===== config.mk =====
export PLATFORM = sky130hd
export DESIGN_NAME = strb_bridge
export DESIGN_NICKNAME = d
export VERILOG_FILES = /design/src/rtl/strb_pkg.sv /design/src/rtl/strb_rst_sync.sv /design/src/rtl/strb_wr_gate.sv /design/src/rtl/strb_arbiter.sv /design/src/rtl/strb_out_reg.sv /design/src/rtl/strb_bridge.sv
export SDC_FILE = /design/constraint.sdc
export NUM_CORES = 1
export LEC_CHECK = 0
export BUFFER_PORTS_ARGS = -buffer_cell sky130_fd_sc_hd__buf_2
export CORE_AREA = 5 5 42 44
export CTS_CLUSTER_DIAMETER = 30
export DETAILED_ROUTE_END_ITERATION = 8
export DIE_AREA = 0 0 47 49
export PLACE_DENSITY = 0.4
export SYNTH_ARGS = -nofsm -noshare
export SYNTH_HDL_FRONTEND = slang
export SYNTH_SLANG_ARGS = --single-unit

===== constraint.sdc =====
create_clock -name clk -period 0.8 [get_ports clk]
set_input_delay 0.16 -clock clk [delete_from_list [all_inputs] [get_ports clk]]
set_output_delay 0.16 -clock clk [all_outputs]
set_load 0.02 [all_outputs]

===== src/rtl/strb_pkg.sv =====
`timescale 1ns/1ps
package strb_pkg;

  // Bus action chosen for the next clock edge
  typedef enum logic [1:0] {
    CMD_IDLE  = 2'd0,
    CMD_READ  = 2'd1,
    CMD_WRITE = 2'd2,
    CMD_RESET = 2'd3
  } bus_cmd_e;

  // Peripheral strobe pair, both active low
  typedef struct packed {
    logic rd_n;
    logic wr_n;
  } strobe_pair_t;

  localparam strobe_pair_t STROBES_IDLE = '{rd_n: 1'b1, wr_n: 1'b1};

endpackage


===== src/rtl/strb_rst_sync.sv =====
`timescale 1ns/1ps
module strb_rst_sync #(
  parameter int STAGES = 2
) (
  input  logic clk,
  input  logic rst_n,
  output logic rst_sync_n
);

  logic [STAGES-1:0] sync_q;
  logic [STAGES-1:0] sync_d;

  always_comb begin
    sync_d = {sync_q[STAGES-2:0], 1'b1};
  end

  always_ff @(posedge clk or negedge rst_n) begin
    if (!rst_n) begin
      sync_q <= '0;
    end else begin
      sync_q <= sync_d;
    end
  end

  assign rst_sync_n = sync_q[STAGES-1];

endmodule


===== src/rtl/strb_wr_gate.sv =====
`timescale 1ns/1ps
module strb_wr_gate #(
  parameter bit WR_DELAYED   = 1'b1,
  parameter int WR_DELAY_CYC = 1
) (
  input  logic clk,
  input  logic rst_n,
  input  logic wr_low,
  input  logic clr,
  output logic wr_ready
);

  localparam int CNT_W = $clog2(WR_DELAY_CYC + 2);
  localparam bit USE_CNT = WR_DELAYED && (WR_DELAY_CYC > 0);

  generate
    if (USE_CNT) begin : g_delay
      localparam logic [CNT_W-1:0] LIMIT = CNT_W'(WR_DELAY_CYC);

      logic [CNT_W-1:0] cnt_q;
      logic [CNT_W-1:0] cnt_d;
      logic             cnt_en;
      logic             at_limit;

      assign at_limit = (cnt_q == LIMIT);

      always_comb begin
        cnt_en = 1'b0;
        cnt_d  = cnt_q;
        if (clr || !wr_low) begin
          cnt_en = (cnt_q != '0);
          cnt_d  = '0;
        end else if (!at_limit) begin
          cnt_en = 1'b1;
          cnt_d  = cnt_q + CNT_W'(1);
        end
      end

      always_ff @(posedge clk or negedge rst_n) begin
        if (!rst_n) begin
          cnt_q <= '0;
        end else if (cnt_en) begin
          cnt_q <= cnt_d;
        end
      end

      assign wr_ready = wr_low && at_limit;
    end else begin : g_bypass
      logic unused_bypass;
      assign unused_bypass = ^{clk, rst_n, clr};
      assign wr_ready      = wr_low;
    end
  endgenerate

endmodule


===== src/rtl/strb_arbiter.sv =====
`timescale 1ns/1ps
module strb_arbiter
  import strb_pkg::*;
(
  input  logic     rd_low,
  input  logic     wr_low,
  input  logic     wr_ready,
  input  logic     cpu_reset,
  output bus_cmd_e cmd
);

  always_comb begin
    if (cpu_reset) begin
      cmd = CMD_RESET;
    end else if (rd_low && wr_low) begin
      cmd = CMD_IDLE;
    end else if (rd_low) begin
      cmd = CMD_READ;
    end else if (wr_ready) begin
      cmd = CMD_WRITE;
    end else begin
      cmd = CMD_IDLE;
    end
  end

endmodule


===== src/rtl/strb_out_reg.sv =====
`timescale 1ns/1ps
module strb_out_reg
  import strb_pkg::*;
(
  input  logic     clk,
  input  logic     rst_n,
  input  bus_cmd_e cmd,
  input  logic     pcs_n,
  output logic     per_rd_n,
  output logic     per_wr_n,
  output logic     per_ce_n
);

  strobe_pair_t stb_q;
  strobe_pair_t stb_d;
  logic         ce_q;
  logic         ce_d;
  logic         upd_en;

  assign upd_en = 1'b1;

  always_comb begin
    stb_d = STROBES_IDLE;
    unique case (cmd)
      CMD_READ:  stb_d.rd_n = 1'b0;
      CMD_WRITE: stb_d.wr_n = 1'b0;
      CMD_RESET: stb_d      = '{rd_n: 1'b0, wr_n: 1'b0};
      default:   stb_d      = STROBES_IDLE;
    endcase
    ce_d = pcs_n;
  end

  always_ff @(posedge clk or negedge rst_n) begin
    if (!rst_n) begin
      stb_q <= STROBES_IDLE;
      ce_q  <= 1'b1;
    end else if (upd_en) begin
      stb_q <= stb_d;
      ce_q  <= ce_d;
    end
  end

  assign per_rd_n = stb_q.rd_n;
  assign per_wr_n = stb_q.wr_n;
  assign per_ce_n = ce_q;

endmodule


===== src/rtl/strb_bridge.sv =====
`timescale 1ns/1ps
module strb_bridge
  import strb_pkg::*;
#(
  parameter bit WR_DELAYED   = 1'b1,
  parameter int WR_DELAY_CYC = 1,
  parameter int SYNC_STAGES  = 2
) (
  input  logic clk,
  input  logic rst_n,
  input  logic cpu_rd_n,
  input  logic cpu_wr_n,
  input  logic cpu_pcs_n,
  input  logic cpu_reset,
  output logic per_rd_n,
  output logic per_wr_n,
  output logic per_ce_n
);

  logic     rst_sync_n;
  logic     rd_low;
  logic     wr_low;
  logic     wr_ready;
  bus_cmd_e cmd;

  assign rd_low = ~cpu_rd_n;
  assign wr_low = ~cpu_wr_n;

  strb_rst_sync #(
    .STAGES(SYNC_STAGES)
  ) u_rst_sync (
    .clk        (clk),
    .rst_n      (rst_n),
    .rst_sync_n (rst_sync_n)
  );

  strb_wr_gate #(
    .WR_DELAYED   (WR_DELAYED),
    .WR_DELAY_CYC (WR_DELAY_CYC)
  ) u_wr_gate (
    .clk      (clk),
    .rst_n    (rst_sync_n),
    .wr_low   (wr_low),
    .clr      (cpu_reset),
    .wr_ready (wr_ready)
  );

  strb_arbiter u_arb (
    .rd_low    (rd_low),
    .wr_low    (wr_low),
    .wr_ready  (wr_ready),
    .cpu_reset (cpu_reset),
    .cmd       (cmd)
  );

  strb_out_reg u_out (
    .clk      (clk),
    .rst_n    (rst_sync_n),
    .cmd      (cmd),
    .pcs_n    (cpu_pcs_n),
    .per_rd_n (per_rd_n),
    .per_wr_n (per_wr_n),
    .per_ce_n (per_ce_n)
  );

endmodule


# --- Word level (Yosys, flattened, before mapping) ---
# Cells that the tools add are included.
totals:
  register_bits: 7
  inputBits: 6
  output_inout_bits: 3
  word_cells: 30
op_classes:
  add_sub_neg: 1
  eq_ne: 5
  mux: 10
  bitwise: 2
  n_reduce_logical: 7
ops:
  columns: ["cell", "count"]
  rows:
  - ["2-to-1 mux 2 bit", 6]
  - ["equality test 2 x 1 -> 1 bit, second input constant", 2]
  - ["equality test 2 bit, second input constant", 2]
  - ["2-to-1 mux 1 bit", 4]
  - ["OR reduction 2 bit", 2]
  - ["adder 2 x 1 -> 2 bit, second input constant", 1]
  - ["logical AND 1 bit", 2]
  - ["inequality test 2 bit, second input constant", 1]
  - ["inverter 1 bit", 2]
  - ["AND reduction 2 bit", 1]
  - ["nonzero test 2 bit", 1]
  - ["logical OR 1 bit", 1]

# --- Longest topological paths before layout ---
# Gate-level depths: netlist of run 1.
logic_depth:
  word_depth: 9
  mapped_depth: 4
  mapped_depth_nobuf: 4

# --- Modules after synthesis ---
# From an unflattened synthesis of run 1, not the netlist that was laid out.
hier_totals:
  hier_cells: 27
  hier_area_um2: 315.3
by_module_without_submodules:
  columns: ["module", "instances", "cells_each", "area_per_inst_um2", "seq_area_each_um2"]
  rows:
  - ["strb_wr_gate", 1, 14, 148.9, 50.0]
  - ["strb_out_reg", 1, 5, 86.3, 78.8]
  - ["strb_rst_sync", 1, 3, 53.8, 50.0]
  - ["strb_arbiter", 1, 3, 18.8, 0.0]
  - ["strb_bridge", 1, 2, 7.5, 0.0]

# --- Worst setup path after synthesis of run 1 ---
# OpenSTA, ideal clock, no wires.
synth_path:
  path_kind: "flip-flop to flip-flop"
  from: "reg u_wr_gate.g_delay.cnt_q[0]"
  to: "reg u_wr_gate.g_delay.cnt_q[0]"
  arrival_time_ns: 1.214
  required_ns: 0.731
  setup_slack_ns: -0.483
  path_stages_with_launch: 4
  cell_sequence: "dfrtp_1 ha_1 or4_1 nand3_1"
synth_via:
  elab_chain_cells: 4
synth_lines:
  columns: ["item", "line", "rtl"]
  rows:
  - ["start, declared", "strb_wr_gate.sv:20", "logic [CNT_W-1:0] cnt_q;"]
  - ["start signal, assigned", "strb_wr_gate.sv:43", "cnt_q <= cnt_d;"]
  - ["equality test 2 x 1 -> 1 bit", "strb_wr_gate.sv:25", "assign at_limit = (cnt_q == LIMIT);"]
  - ["2-to-1 mux 1 bit", "strb_wr_gate.sv:33", "end else if (!at_limit) begin"]
  - ["2-to-1 mux 1 bit", "strb_wr_gate.sv:30", "if (clr || !wr_low) begin"]
  - ["AND reduction 2 bit (no source line)", null, null]
# Several ways; a longest one is shown, not always the timed one. The select of a mux whose other input is x is not followed.
# A chain may end at the register's enable or synchronous reset.

# --- Final worst setup path of run 1 ---
# Same ends and word-level chain as after synthesis.

==> results of run 1 <==
[state kept, by name (all words and copies together), names as in the netlist]
| register | flops |
|---|---|
| u_rst_sync.sync_q | 2 |
| u_wr_gate.g_delay.cnt_q | 2 |
| u_out.per_ce_n | 1 |
| u_out.per_rd_n | 1 |
| u_out.per_wr_n | 1 |
[cell usage after synthesis, types with 2 or more instances]
| master | number |
|---|---|
| dfrtp_1 | 4 |
| inv_1 | 4 |
| dfstp_2 | 3 |
| ha_1 | 2 |
| o211ai_1 | 2 |
[cells in the final DEF (no fill, tap or decap), drive strengths merged, types with 2 or more instances in the layout]
master / synthesis / routed
buf: 0 / 17
clkbuf: 0 / 4
dfrtp: 4 / 4
dfstp: 3 / 3
dlygate4sd3: 0 / 2
ha: 2 / 2
inv: 4 / 4
o211ai: 2 / 2
[per-stage QoR]
| step | total power (uW) | setup TNS, ns | cells | instance area, sq um |
|---|---|---|---|---|
| floorplan | 695 | -0.561 | 23 | 293 |
| global route | 1600 | -2.00 | 62 | 517 |
| CTS | 1380 | -1.62 | 59 | 488 |
| finish | 1460 | -1.70 | 62 | 517 |
| global placement | 847 | -0.732 | 53 | 398 |
| detailed placement | 880 | -0.819 | 53 | 398 |
[cell type report]
| class | instances | area, sq um |
|---|---|---|
| Sequential cell | 7 | 180 |
| Clock buffer | 4 | 26.3 |
| Tap cell | 16 | 20.0 |
| Multi-Input combinational cell | 12 | 121 |
| Timing Repair Buffer | 19 | 154 |
| Fill cell | 150 | 885 |
| Inverter | 4 | 15.0 |
[layer usage]
metal | wire length (microns) | up-vias | GRT usage
li1 | - | 128 | -
met1 | 261 | 115 | 0.0805
met2 | 311 | 7 | 0.0973
met3 | 54 | 0 | 0.0590
met4 | 0 | 0 | 0.0138
met5 | 0 | - | 0
[power groups by stage]
stage | clock network [uW] | registers [uW] | logic [uW]
3_5_place_dp | 0 | 479 | 401
5_1_grt | 362 | 511 | 730
2_1_floorplan | 0 | 488 | 207
6_report | 317 | 496 | 645
3_3_place_gp | 0 | 475 | 371
4_1_cts | 338 | 496 | 550
[logic make-up after synthesis]
family	after synthesis
AO/OA/AOI/OAI	5
flip-flops	7
multiplexers	1
other	1
adder cells (fa/ha/maj)	2
buffers and inverters	4
AND/OR/NAND/NOR	3
[worst min-delay path by stage]
stage | start | endpoint | slack [ns] | cells past startpoint
after floorplan | rst_n | u_rst_sync.sync_q[0] | -0.14 | 0
after global placement | rst_n | u_rst_sync.sync_q[0] | -0.05 | 1
after detailed placement | rst_n | u_rst_sync.sync_q[0] | -0.05 | 1
after CTS | cpu_pcs_n | u_out.per_ce_n | 0.006 | 1
after global routing | cpu_rd_n | u_out.per_wr_n | 0.07 | 2
final | u_rst_sync.sync_q[1] | u_wr_gate.g_delay.cnt_q[0] | 0.07 | 0
[what timing repair did]
item,in CTS,in global routing
pin swaps,1,3
hold endpoints to repair,2,1
endpoints found under the setup margin,6,6
gates resized for setup,12,1
hold buffers,1,1
buffers inserted,1,2
gates cloned,0,0
==> flow_summary.yaml, run 1 <==
outcome:
  status: "finished, violations left"
  violations: "negative setup slack"
worst_setup_path:
  critical_path.top_delay_family: "simple AND/OR/NAND/NOR gates"
  worstSetupEndpointType: "register"
  crit_slowest_cell: "dfrtp_2"
  rr_startpoint: "u_wr_gate.g_delay.cnt_q[0]"
  cpPeakStageDelay_ns: 0.45
  startpoint: "u_wr_gate.g_delay.cnt_q[0]"
  worstPathMaxFanout: 5
  arrival_ns: 1.36
  path_buf_inv: 0
  crit_end: "u_wr_gate.g_delay.cnt_q[0]"
  path_cells: "ha_4, or4_1, nand3_1"
  reg2reg_slack_ns: -0.38
  rr_worst_depth: 3
  crit_type: "reg -> reg"
  worstSetupStartpointType: "register"
  reg2reg_to: "u_wr_gate.g_delay.cnt_q[0]"
  crit_cells: 3
  crit_required_ns: 0.98
synthesis:
  muxShareOfSynthArea: 0.0345
  synth_top_area_share: 0.345
  synth_xor_area_frac: 0
  synth_cell_types: 13
  yosysSeqAreaShare: 0.616
  ys_warn_count: 0
  synth_cells: 23
  syn_avg_cell_area_sq_um: 12.6
  synthArstFlopShare: 1.00
  syn-cell-area_sq_um: 290
  synthSimpleGateAreaFrac: 0.0819
  synth_top_family_by_area: "compound AO/OA/AOI/OAI gates"
  synth_compound_area_frac: 0.116
  synth_edf_count: 0
  yosys.area.top_type: "dfrtp_1"
  synth_ff_type: "dfrtp_1"
  synth_area_leaders: "dfrtp_1 (34%), dfstp_2 (27%), ha_1 (8.6%), inv_1 (5.2%), o211ai_1 (5.2%)"
  syn_nets: 31
  synth_fa_ha_area_frac: 0.0862
  synth_seq_cells: 7
detailed_routing:
  post_drt_wl_per_cell_microns: 10.1
  drc: 0
  first_pass_iters: 1
  ant_nets: 0
  via_count: 250
  drt_iter0_markers: 0
  vias_per_cell: 4.03
  drt_wl_total_microns: 627
final_layout:
  fin_nets: 55
  drive_gt1_frac: 0.609
  n_antenna_cell: 0
  area_growth_pct: 78.0
  final_core_util: 0.369
clocking:
  root_buffer: "clkbuf_4"
  tritoncts: "done"
  cts.sinks: 7
  cts-buffers-inserted: 3
  clock_path_buffers: 2
  htree_num_levels: 1
  path_clk_slew_ns: 0.05
  clk-insertion-delay-late_ns: 0.25
global_route:
  antenna_found_initial: 0
  grt.total_usage: 0.0694
  grt_pass1_vias: 271
  grt_overflow_total: 0
  grt_max_degree: 6
  grt_pass1_wl_mm: 1.14
power:
  p_per_area_nw_per_um2: 2820
  internal_power_uw: 1020
  p_clk_frac: 0.218
  combPwrFrac: 0.442
  ir_worst_vdd_v: 0.00143
  power.share.switching: 0.299
  power_frac_seq: 0.340
  p_leak_uw: 0.000240
  power.switching_uw: 436
floorplanning:
  rows: 14
  dieArea_sq_um: 2300
  die_w_microns: 47
  die_y_microns: 49
  ios: 9
  core_area_sq_um: 1400
  initial_core_util: 0.207
sta:
  setup_violations: 6
  grt_setup_unrepaired: "yes"
  timing.final.crit_share: 1.47
  hold-worst-slack_ns: 0.0749
  drv_slew: 0
  hold_violations: 0
  fin_crit_ns: 1.18
  clock_skew_ns: 0.00539
  max_freq_ghz: 0.849
  worst_slack_ns: -0.378
run:
  drv_cap: 0
placed_design:
  dp_hpwl_microns: 472
  io_buffers: 8
  pre_cts_ws_ns: -0.428
  gp_congestion: 0.616
hold_path:
  worstHoldPathType: "reg -> async"
Note: power is estimated with default switching activity, not from simulation.
==> run 2: changes to the inputs <==
--- a/config.mk
+++ b/config.mk
@@ -8,6 +8,7 @@
 export BUFFER_PORTS_ARGS = -buffer_cell sky130_fd_sc_hd__buf_2
 export CORE_AREA = 5 5 42 44
 export CTS_CLUSTER_DIAMETER = 30
+export CTS_CLUSTER_SIZE = 14
 export DETAILED_ROUTE_END_ITERATION = 8
 export DIE_AREA = 0 0 47 49
 export PLACE_DENSITY = 0.4
==> constraint.sdc (replaced) <==
create_clock -name clk -period 0.8 [get_ports clk]
set_input_delay 0 -clock clk [delete_from_list [all_inputs] [get_ports clk]]
set_output_delay 0 -clock clk [all_outputs]
set_load 0.02 [all_outputs]
==> flow_summary.yaml, run 2 (synthesized netlist as in run 1, its figures left out) <==
detailed_routing:
  post_drt_wl_per_cell_microns: 11.2
  first_pass_iters: 4
  via_count: 278
  drt_iter0_markers: 3
  drc: 0
  drt_wl_total_microns: 728
  ant_nets: 0
  vias_per_cell: 4.28
worst_setup_path:
  arrival_ns: 1.38
  path_buf_inv: 0
  critical_path.top_delay_family: "simple AND/OR/NAND/NOR gates"
  worstPathMaxFanout: 5
  worstSetupEndpointType: "register"
  worstSetupStartpointType: "register"
  cpPeakStageDelay_ns: 0.45
  reg2reg_slack_ns: -0.39
  reg2reg_to: "u_wr_gate.g_delay.cnt_q[0]"
  path_cells: "ha_4, or4_4, nand3_2"
  rr_startpoint: "u_wr_gate.g_delay.cnt_q[0]"
  crit_slowest_cell: "dfrtp_2"
  rr_worst_depth: 3
  crit_required_ns: 0.99
  crit_type: "reg -> reg"
power:
  ir_worst_vdd_v: 0.00105
  power.share.switching: 0.310
  total_power_uw: 1560
  power_frac_seq: 0.319
  p_clk_frac: 0.212
  p_leak_uw: 0.000260
  combPwrFrac: 0.469
  p_per_area_nw_per_um2: 2740
  power.switching_uw: 484
  internal_power_uw: 1080
sta:
  hold_violations: 0
  grt_setup_unrepaired: "yes"
  worst_slack_ns: -0.393
  setup_violations: 6
  fin_crit_ns: 1.19
  drv_slew: 0
  timing.final.crit_share: 1.49
  max_freq_ghz: 0.838
  setup_tns_ns: -1.32
  clock_skew_ns: 0.00911
final_layout:
  finalInstanceArea_sq_um: 571
  drive_gt1_frac: 0.612
  layout_commonest_cell: "buf_4"
  area_growth_pct: 96.6
  n_antenna_cell: 0
  final_core_util: 0.407
  reg_top3: "u_rst_sync.sync_q: 2 flops, u_wr_gate.g_delay.cnt_q: 2 flops"
  fin_nets: 58
  final_cell_mix: "buf_4 (7), dlygate4sd3_1 (5), buf_2 (5), buf_6 (5)"
clocking:
  clk-insertion-delay-late_ns: 0.25
  path_clk_slew_ns: 0.06
  root_buffer: "clkbuf_4"
  cts.sinks: 7
  htree_num_levels: 1
  tritoncts: "done"
  cts-buffers-inserted: 3
  clock_path_buffers: 2
floorplanning:
  die_y_microns: 49
  ios: 9
  dieArea_sq_um: 2300
  rows: 14
  core_area_sq_um: 1400
  initial_core_util: 0.207
  die_w_microns: 47
global_route:
  grt_pass1_vias: 262
  grt_overflow_total: 0
  grt_pass1_wl_mm: 1.07
  grt_max_degree: 6
  antenna_found_initial: 0
  grt.total_usage: 0.0687
placed_design:
  dp_hpwl_microns: 485
  pre_cts_ws_ns: -0.415
  dpl_cell_area_sq_um: 390
  io_buffers: 8
  gp_congestion: 0.611
outcome:
  status: "finished, violations left"
  violations: "negative setup slack"
run:
  drv_cap: 0
hold_path:
  worstHoldPathType: "in -> async"
-- run 2: through the flow --
stage,hold slack (ns),std cells
2_1_floorplan,-0.296,23
3_3_place_gp,-0.215,52
3_5_place_dp,-0.212,52
4_1_cts,0.0526,64
5_1_grt,0.0610,65
6_report,0.0561,65
-- run 2: timing repair --
action / 4_1_cts / 5_1_grt
pin swaps: 3 / 2
hold endpoints to repair: 5 / 0
setup endpoints to repair: 6 / 6
gates resized for setup: 10 / 5
hold buffers: 5 / 0
setup buffers: 3 / 1
-- run 2: worst max path at each step --
stage	startpoint	endpoint	cells past startpoint
floorplan	u_wr_gate.g_delay.cnt_q[1]	u_wr_gate.g_delay.cnt_q[0]	4
global placement	u_wr_gate.g_delay.cnt_q[1]	u_wr_gate.g_delay.cnt_q[0]	4
detailed placement	u_wr_gate.g_delay.cnt_q[0]	u_wr_gate.g_delay.cnt_q[0]	3
CTS	u_wr_gate.g_delay.cnt_q[0]	u_wr_gate.g_delay.cnt_q[0]	3
global route	u_wr_gate.g_delay.cnt_q[1]	u_wr_gate.g_delay.cnt_q[0]	4
finish	u_wr_gate.g_delay.cnt_q[0]	u_wr_gate.g_delay.cnt_q[0]	3
-- run 2: layout make-up --
class                      instances  area (sq um)
timing repair buffer              22           184
multi-input combinational         12           145
clock buffer                       4          26.3
tap                               16          20.0
inverter                           4          15.0
fill                             144           831
sequential                         7           180
-- run 2: power by group through the flow --
stage          combinational (uW)  clock, uW  sequential [uW]
2_1_floorplan                 207          0              488
3_3_place_gp                  369          0              475
3_5_place_dp                  394          0              480
4_1_cts                       563        351              496
5_1_grt                       828        373              511
6_report                      733        331              497
-- run 2: layer usage --
metal,share of wire,routed length [microns],track usage
met1,0.38,280,0.0872
met2,0.54,393,0.0905
met3,0.074,54,0.0221
met4,0,0,0.0553
met5,0,0,0
